===== src/rtl/brw_pkg.sv =====
package brw_pkg;

  localparam int unsigned RDW_OLD = 0;
  localparam int unsigned RDW_NEW = 1;

  typedef enum logic [1:0] {
    OP_IDLE  = 2'd0,
    OP_READ  = 2'd1,
    OP_WRITE = 2'd2
  } op_e;

  // a write dominates a simultaneous read request
  function automatic op_e decode_op(input logic we, input logic re);
    if (we)      return OP_WRITE;
    else if (re) return OP_READ;
    else         return OP_IDLE;
  endfunction

endpackage


===== src/rtl/brw_lane_merge.sv =====
module brw_lane_merge #(
  parameter int unsigned LANE_W   = 8,
  parameter int unsigned LANES    = 2,
  parameter int unsigned RDW_MODE = 1,
  localparam int unsigned DATA_W  = LANE_W * LANES
) (
  input  logic [DATA_W-1:0] old_word,
  input  logic [DATA_W-1:0] new_word,
  input  logic [LANES-1:0]  lane_en,
  output logic [DATA_W-1:0] merged_word,
  output logic [DATA_W-1:0] rdw_word
);

  // lane that gets stored
  function automatic logic [LANE_W-1:0] store_lane(
    input logic en, input logic [LANE_W-1:0] o, input logic [LANE_W-1:0] n);
    return en ? n : o;
  endfunction

  // lane that the output reports during a write
  function automatic logic [LANE_W-1:0] show_lane(
    input logic en, input logic [LANE_W-1:0] o, input logic [LANE_W-1:0] n);
    if (en && (RDW_MODE == brw_pkg::RDW_NEW)) return n;
    else                                      return o;
  endfunction

  for (genvar i = 0; i < LANES; i++) begin : g_lane
    logic [LANE_W-1:0] old_l;
    logic [LANE_W-1:0] new_l;
    assign old_l = old_word[i*LANE_W +: LANE_W];
    assign new_l = new_word[i*LANE_W +: LANE_W];
    assign merged_word[i*LANE_W +: LANE_W] = store_lane(lane_en[i], old_l, new_l);
    assign rdw_word[i*LANE_W +: LANE_W]    = show_lane(lane_en[i], old_l, new_l);
  end

endmodule


===== src/rtl/brw_store.sv =====
module brw_store #(
  parameter int unsigned DATA_W = 16,
  parameter int unsigned ADDR_W = 3,
  parameter int unsigned LANE_W = 8,
  localparam int unsigned DEPTH = 1 << ADDR_W,
  localparam int unsigned LANES = DATA_W / LANE_W
) (
  input  logic              clk,
  input  logic              rst_n,
  input  logic              wr_evt,
  input  logic [ADDR_W-1:0] addr,
  input  logic [DATA_W-1:0] merged_word,
  input  logic [LANES-1:0]  lane_en,
  input  logic [DATA_W-1:0] new_word,
  output logic [DATA_W-1:0] rd_word
);

  logic [DATA_W-1:0] mem [DEPTH];

  assign rd_word = mem[addr];

  always_ff @(posedge clk) begin
    if (wr_evt) mem[addr] <= merged_word;
  end

  for (genvar i = 0; i < LANES; i++) begin : g_chk

    keep_lane_chk: assert property (@(posedge clk) disable iff (!rst_n)
      (wr_evt && !lane_en[i]) |=>
        mem[$past(addr)][i*LANE_W +: LANE_W] == $past(rd_word[i*LANE_W +: LANE_W]));

    write_lane_chk: assert property (@(posedge clk) disable iff (!rst_n)
      (wr_evt && lane_en[i]) |=>
        mem[$past(addr)][i*LANE_W +: LANE_W] == $past(new_word[i*LANE_W +: LANE_W]));
  end

endmodule


===== src/rtl/brw_outreg.sv =====
module brw_outreg #(
  parameter int unsigned DATA_W = 16
) (
  input  logic              clk,
  input  logic              rst_n,
  input  logic              wr_en,
  input  logic              rd_en,
  input  logic [DATA_W-1:0] rdw_word,
  input  logic [DATA_W-1:0] rd_word,
  output logic [DATA_W-1:0] q
);
  import brw_pkg::*;

  op_e op;
  assign op = decode_op(wr_en, rd_en);

  always_ff @(posedge clk) begin
    if (!rst_n) q <= '0;
    else begin
      case (op)
        OP_WRITE: q <= rdw_word;
        OP_READ:  q <= rd_word;
        default:  q <= q;
      endcase
    end
  end


  idle_hold_chk: assert property (@(posedge clk) disable iff (!rst_n)
    (!wr_en && !rd_en) |=> $stable(q));

  read_load_chk: assert property (@(posedge clk) disable iff (!rst_n)
    (rd_en && !wr_en) |=> q == $past(rd_word));

  reset_clear_chk: assert property (@(posedge clk)
    !rst_n |=> q == '0);

endmodule


===== src/rtl/brw_ram.sv =====
module brw_ram #(
  parameter int unsigned LANE_W   = 8,
  parameter int unsigned LANES    = 2,
  parameter int unsigned ADDR_W   = 3,
  parameter int unsigned RDW_MODE = 1,
  localparam int unsigned DATA_W  = LANE_W * LANES
) (
  input  logic              clk,
  input  logic              rst_n,
  input  logic              wr_en,
  input  logic              rd_en,
  input  logic [ADDR_W-1:0] addr,
  input  logic [DATA_W-1:0] wr_data,
  input  logic [LANES-1:0]  lane_en,
  output logic [DATA_W-1:0] rd_data
);

  if (!(LANE_W == 8 || LANE_W == 9)) begin : g_bad_lane
    initial $fatal(1, "brw_ram: LANE_W must be 8 or 9");
  end
  if (RDW_MODE > 1) begin : g_bad_mode
    initial $fatal(1, "brw_ram: RDW_MODE must be 0 or 1");
  end

  logic [DATA_W-1:0] rd_word;
  logic [DATA_W-1:0] merged_word;
  logic [DATA_W-1:0] rdw_word;
  logic              wr_evt;

  assign wr_evt = wr_en;

  brw_lane_merge #(
    .LANE_W(LANE_W), .LANES(LANES), .RDW_MODE(RDW_MODE)
  ) u_merge (
    .old_word(rd_word), .new_word(wr_data), .lane_en(lane_en),
    .merged_word(merged_word), .rdw_word(rdw_word)
  );

  brw_store #(
    .DATA_W(DATA_W), .ADDR_W(ADDR_W), .LANE_W(LANE_W)
  ) u_store (
    .clk(clk), .rst_n(rst_n), .wr_evt(wr_evt), .addr(addr),
    .merged_word(merged_word), .lane_en(lane_en), .new_word(wr_data),
    .rd_word(rd_word)
  );

  brw_outreg #(.DATA_W(DATA_W)) u_out (
    .clk(clk), .rst_n(rst_n), .wr_en(wr_en), .rd_en(rd_en),
    .rdw_word(rdw_word), .rd_word(rd_word), .q(rd_data)
  );

  for (genvar i = 0; i < LANES; i++) begin : g_out_chk

    off_lane_old_chk: assert property (@(posedge clk) disable iff (!rst_n)
      (wr_en && !lane_en[i]) |=>
        rd_data[i*LANE_W +: LANE_W] == $past(rd_word[i*LANE_W +: LANE_W]));
    if (RDW_MODE == 1) begin : g_new

      on_lane_new_chk: assert property (@(posedge clk) disable iff (!rst_n)
        (wr_en && lane_en[i]) |=>
          rd_data[i*LANE_W +: LANE_W] == $past(wr_data[i*LANE_W +: LANE_W]));
    end else begin : g_old

      on_lane_old_chk: assert property (@(posedge clk) disable iff (!rst_n)
        (wr_en && lane_en[i]) |=>
          rd_data[i*LANE_W +: LANE_W] == $past(rd_word[i*LANE_W +: LANE_W]));
    end
  end


  zero_en_chk: assert property (@(posedge clk) disable iff (!rst_n)
    (wr_en && lane_en == '0) |=> rd_data == $past(rd_word));

endmodule


===== config.mk =====
export PLATFORM = sky130hd
export DESIGN_NAME = brw_ram
export DESIGN_NICKNAME = d
export VERILOG_FILES = /design/src/rtl/brw_pkg.sv /design/src/rtl/brw_lane_merge.sv /design/src/rtl/brw_store.sv /design/src/rtl/brw_outreg.sv /design/src/rtl/brw_ram.sv
export SDC_FILE = /design/constraint.sdc
export NUM_CORES = 1
export LEC_CHECK = 0
export BUFFER_PORTS_ARGS = -buffer_cell sky130_fd_sc_hd__buf_2
export CORE_MARGIN = 1.5
export CORE_UTILIZATION = 50
export CTS_CLUSTER_DIAMETER = 60
export DETAILED_ROUTE_END_ITERATION = 10
export GPL_ROUTABILITY_DRIVEN = 0
export PLACE_DENSITY = 0.78
export SYNTH_ARGS = -nofsm -noshare
export SYNTH_HDL_FRONTEND = slang
export SYNTH_HIERARCHICAL = 1
export SYNTH_SLANG_ARGS = --single-unit

===== constraint.sdc =====
create_clock -name clk -period 3.05 [get_ports clk]
set_clock_uncertainty 0.1 [all_clocks]
set_input_delay 0.305 -clock clk [delete_from_list [all_inputs] [get_ports clk]]
set_output_delay 0.305 -clock clk [all_outputs]
set_load 0.03 [all_outputs]

==> flow_summary.json <==
{
  "status": "completed",
  "viasPerCell": 5.60,
  "timing.setup.tns_ns": 0,
  "crit_path_start_kind": "input port",
  "whs_ns": 0.164,
  "required_ns": 3.26,
  "dr_total_vias": 3090,
  "cts.root.buffer_cell": "clkbuf_16",
  "dieArea_sq_um": 13100,
  "netlist_instances": 327,
  "postSynthAreaPerCell_sq_um": 19.0,
  "holdBufCountCts": 0,
  "drive_above_1_share_pct": 40.9,
  "fmax_mhz": 457,
  "io_pins": 41,
  "cts_buffer_depth": 2,
  "ctsResizeCount": 0,
  "setup_viol": 0,
  "routedWlPerCell_microns": 21.5,
  "place_hpwl_microns": 7410,
  "mostFrequentLayoutCells": "128 x edfxtp_1, 40 x buf_2, 29 x mux2_2, 26 x mux2_4, 19 x buf_4",
  "start_util_pct": 51.5,
  "ant_nets": 0,
  "maxCapViolCount": 0,
  "slew_headroom_pct": 41.1,
  "gr-usage-all-layers_pct": 19.5,
  "worstSetupPathType": "in2reg",
  "final_common_cell": "edfxtp_1",
  "critPathArrivalTime_ns": 2.40,
  "synth_seq_cells": 144,
  "synth_cell_type_count": 28,
  "core-area_sq_um": 12100,
  "die_h_microns": 114,
  "cts_tree": "built",
  "p_leak_nw": 2.72,
  "die_w_microns": 114,
  "grt_max_degree": 24,
  "slowest_delay_ns": 0.56,
  "ys_seq_area_share_pct": 67.1,
  "clkLatencyLatePin_ns": 0.42,
  "synth.largest_area_cell": "edfxtp_1",
  "path_max_fanout": 14,
  "cts_sinks": 144,
  "crit_path_cell_trace": "buf_2 > buf_12 > mux4_1 > mux2_2 > mux2_4 > nand2b_1 > o211a_1",
  "syn_to_final_growth_pct": 16.1,
  "drt-pass1-iter-count": 5,
  "cts_buffers": 17,
  "fin_crit_ns": 2.19,
  "wl_microns": 11900,
  "placementRows": 40,
  "rsz0062_at_grt": "no",
  "grt_overflow": 0,
  "drc": 0,
  "post_cts_buffers": 0,
  "diodes": 0,
  "cts_htree_levels": 4,
  "synth_top_area_share_pct": 61.9,
  "final-hold-violation-count": 0,
  "yosys_warnings": 6,
  "ir_drop_uv": 336,
  "antenna_found_initial": 0,
  "portBuffers": 40,
  "crit_path_end_kind": "flop",
  "finalMaxSlewViolations": 0,
  "grt_pass1_vias": 3236,
  "timing.final.crit_share_pct": 71.8,
  "first_iter_violations": 191,
  "syn_nets": 352,
  "p_per_area_nw_per_um2": 685,
  "grt_pass1_wl_microns": 18200,
  "slowest_stage": "mux4_1",
  "tightest_slew_ns": 0.881,
  "path_clk_slew_ns": 0.06,
  "hold_path_class": "in2reg",
  "synth_area_leaders": "edfxtp_1 62%, mux4_1 6.3%, mux2_4 6.3%, mux2_2 5.3%, dfxtp_1 5.2%",
  "nNetsFinal": 396,
  "netlist_area_sq_um": 6210
}
worst paths after layout:
| kind | from | endpoint | slack (ns) | depth (start not counted) |
|---|---|---|---|---|
| max | addr[0] | u_out/q[4] | 0.86 | 7 |
| min | wr_data[9] | u_store/mem[2][9] | 0.16 | 2 |
| max reg2reg | u_store/mem[3][0] | u_out/q[0] | 1.00 | 5 |
| min reg2reg | u_out/q[0] | u_out/q[0] | 0.51 | 2 |
cell usage after synthesis, drive strengths merged:
library cell / n
mux4: 24
nor2: 7
nor3: 2
nand3: 3
mux2: 55
o21ai: 1
o211ai: 3
inv: 2
edfxtp: 128
o211a: 16
dfxtp: 16
a32oi: 3
clkbuf: 5
buf: 31
nand2b: 16
a31oi: 1
nand2: 4
a221oi: 2
nor2b: 3
or2b: 1
nor4b: 1
a22oi: 3
through the flow:
step	total power [mW]	std cells	setup slack [ns]	util, %	cell area [sq um]
6_report	4.94	552	0.862	59.8	7210
5_1_grt	5.07	552	0.795	59.8	7210
3_5_place_dp	2.70	520	0.424	54.3	6550
2_1_floorplan	2.61	327	0.618	-	6210
3_3_place_gp	2.68	520	0.502	54.3	6550
4_1_cts	4.96	552	0.849	59.8	7210
flip-flops by register name, indices dropped and copies added (netlist names):
signal       cells
u_out/q         16
u_store/mem    128
report_power, final:
group          internal (mW)  leakage [nW]  switching, mW
registers               2.23          1.30         0.0175
logic                  0.184          1.11          0.225
clock network           1.50         0.319          0.779
area by class of cell:
type                    count  area, sq um
inverters                   2         7.51
repair buffers             61          383
flip-flops and latches    144         4160
clock inverters            13          205
fillers                   861         4850
clock buffers              19          453
multi-input cells         145         1790
well taps                 168          210
cells by family (layout without fill, tap and decap cells):
family / after synthesis / count (layout) / synth area share, %
AND/OR/NAND/NOR: 37 / 37 / 3.25
AO/OA/AOI/OAI: 29 / 29 / 4.19
flip-flops: 144 / 144 / 67.1
buffers and inverters: 38 / 95 / 4.31
multiplexers: 79 / 79 / 21.2
worst max-delay path, delay by kind of cell:
kind / cells / cell delay [ns]
multiplexers: 3 / 1.18
AND/OR/NAND/NOR: 1 / 0.17
AO/OA/AOI/OAI: 1 / 0.13
buffers and inverters: 2 / 0.60
per-layer routing:
| layer | part of all wire, % | vias to the layer above | GRT usage, % | wire length (microns) |
|---|---|---|---|---|
| met1 | 41 | 1581 | 25.2 | 4810 |
| met5 | 0 | - | 0 | 0 |
| li1 | - | 1391 | - | - |
| met3 | 6.2 | 21 | 4.92 | 740 |
| met2 | 52 | 97 | 32.3 | 6130 |
| met4 | 1.7 | 0 | 6.75 | 197 |
No activity file was read; power rests on OpenSTA's default activity.
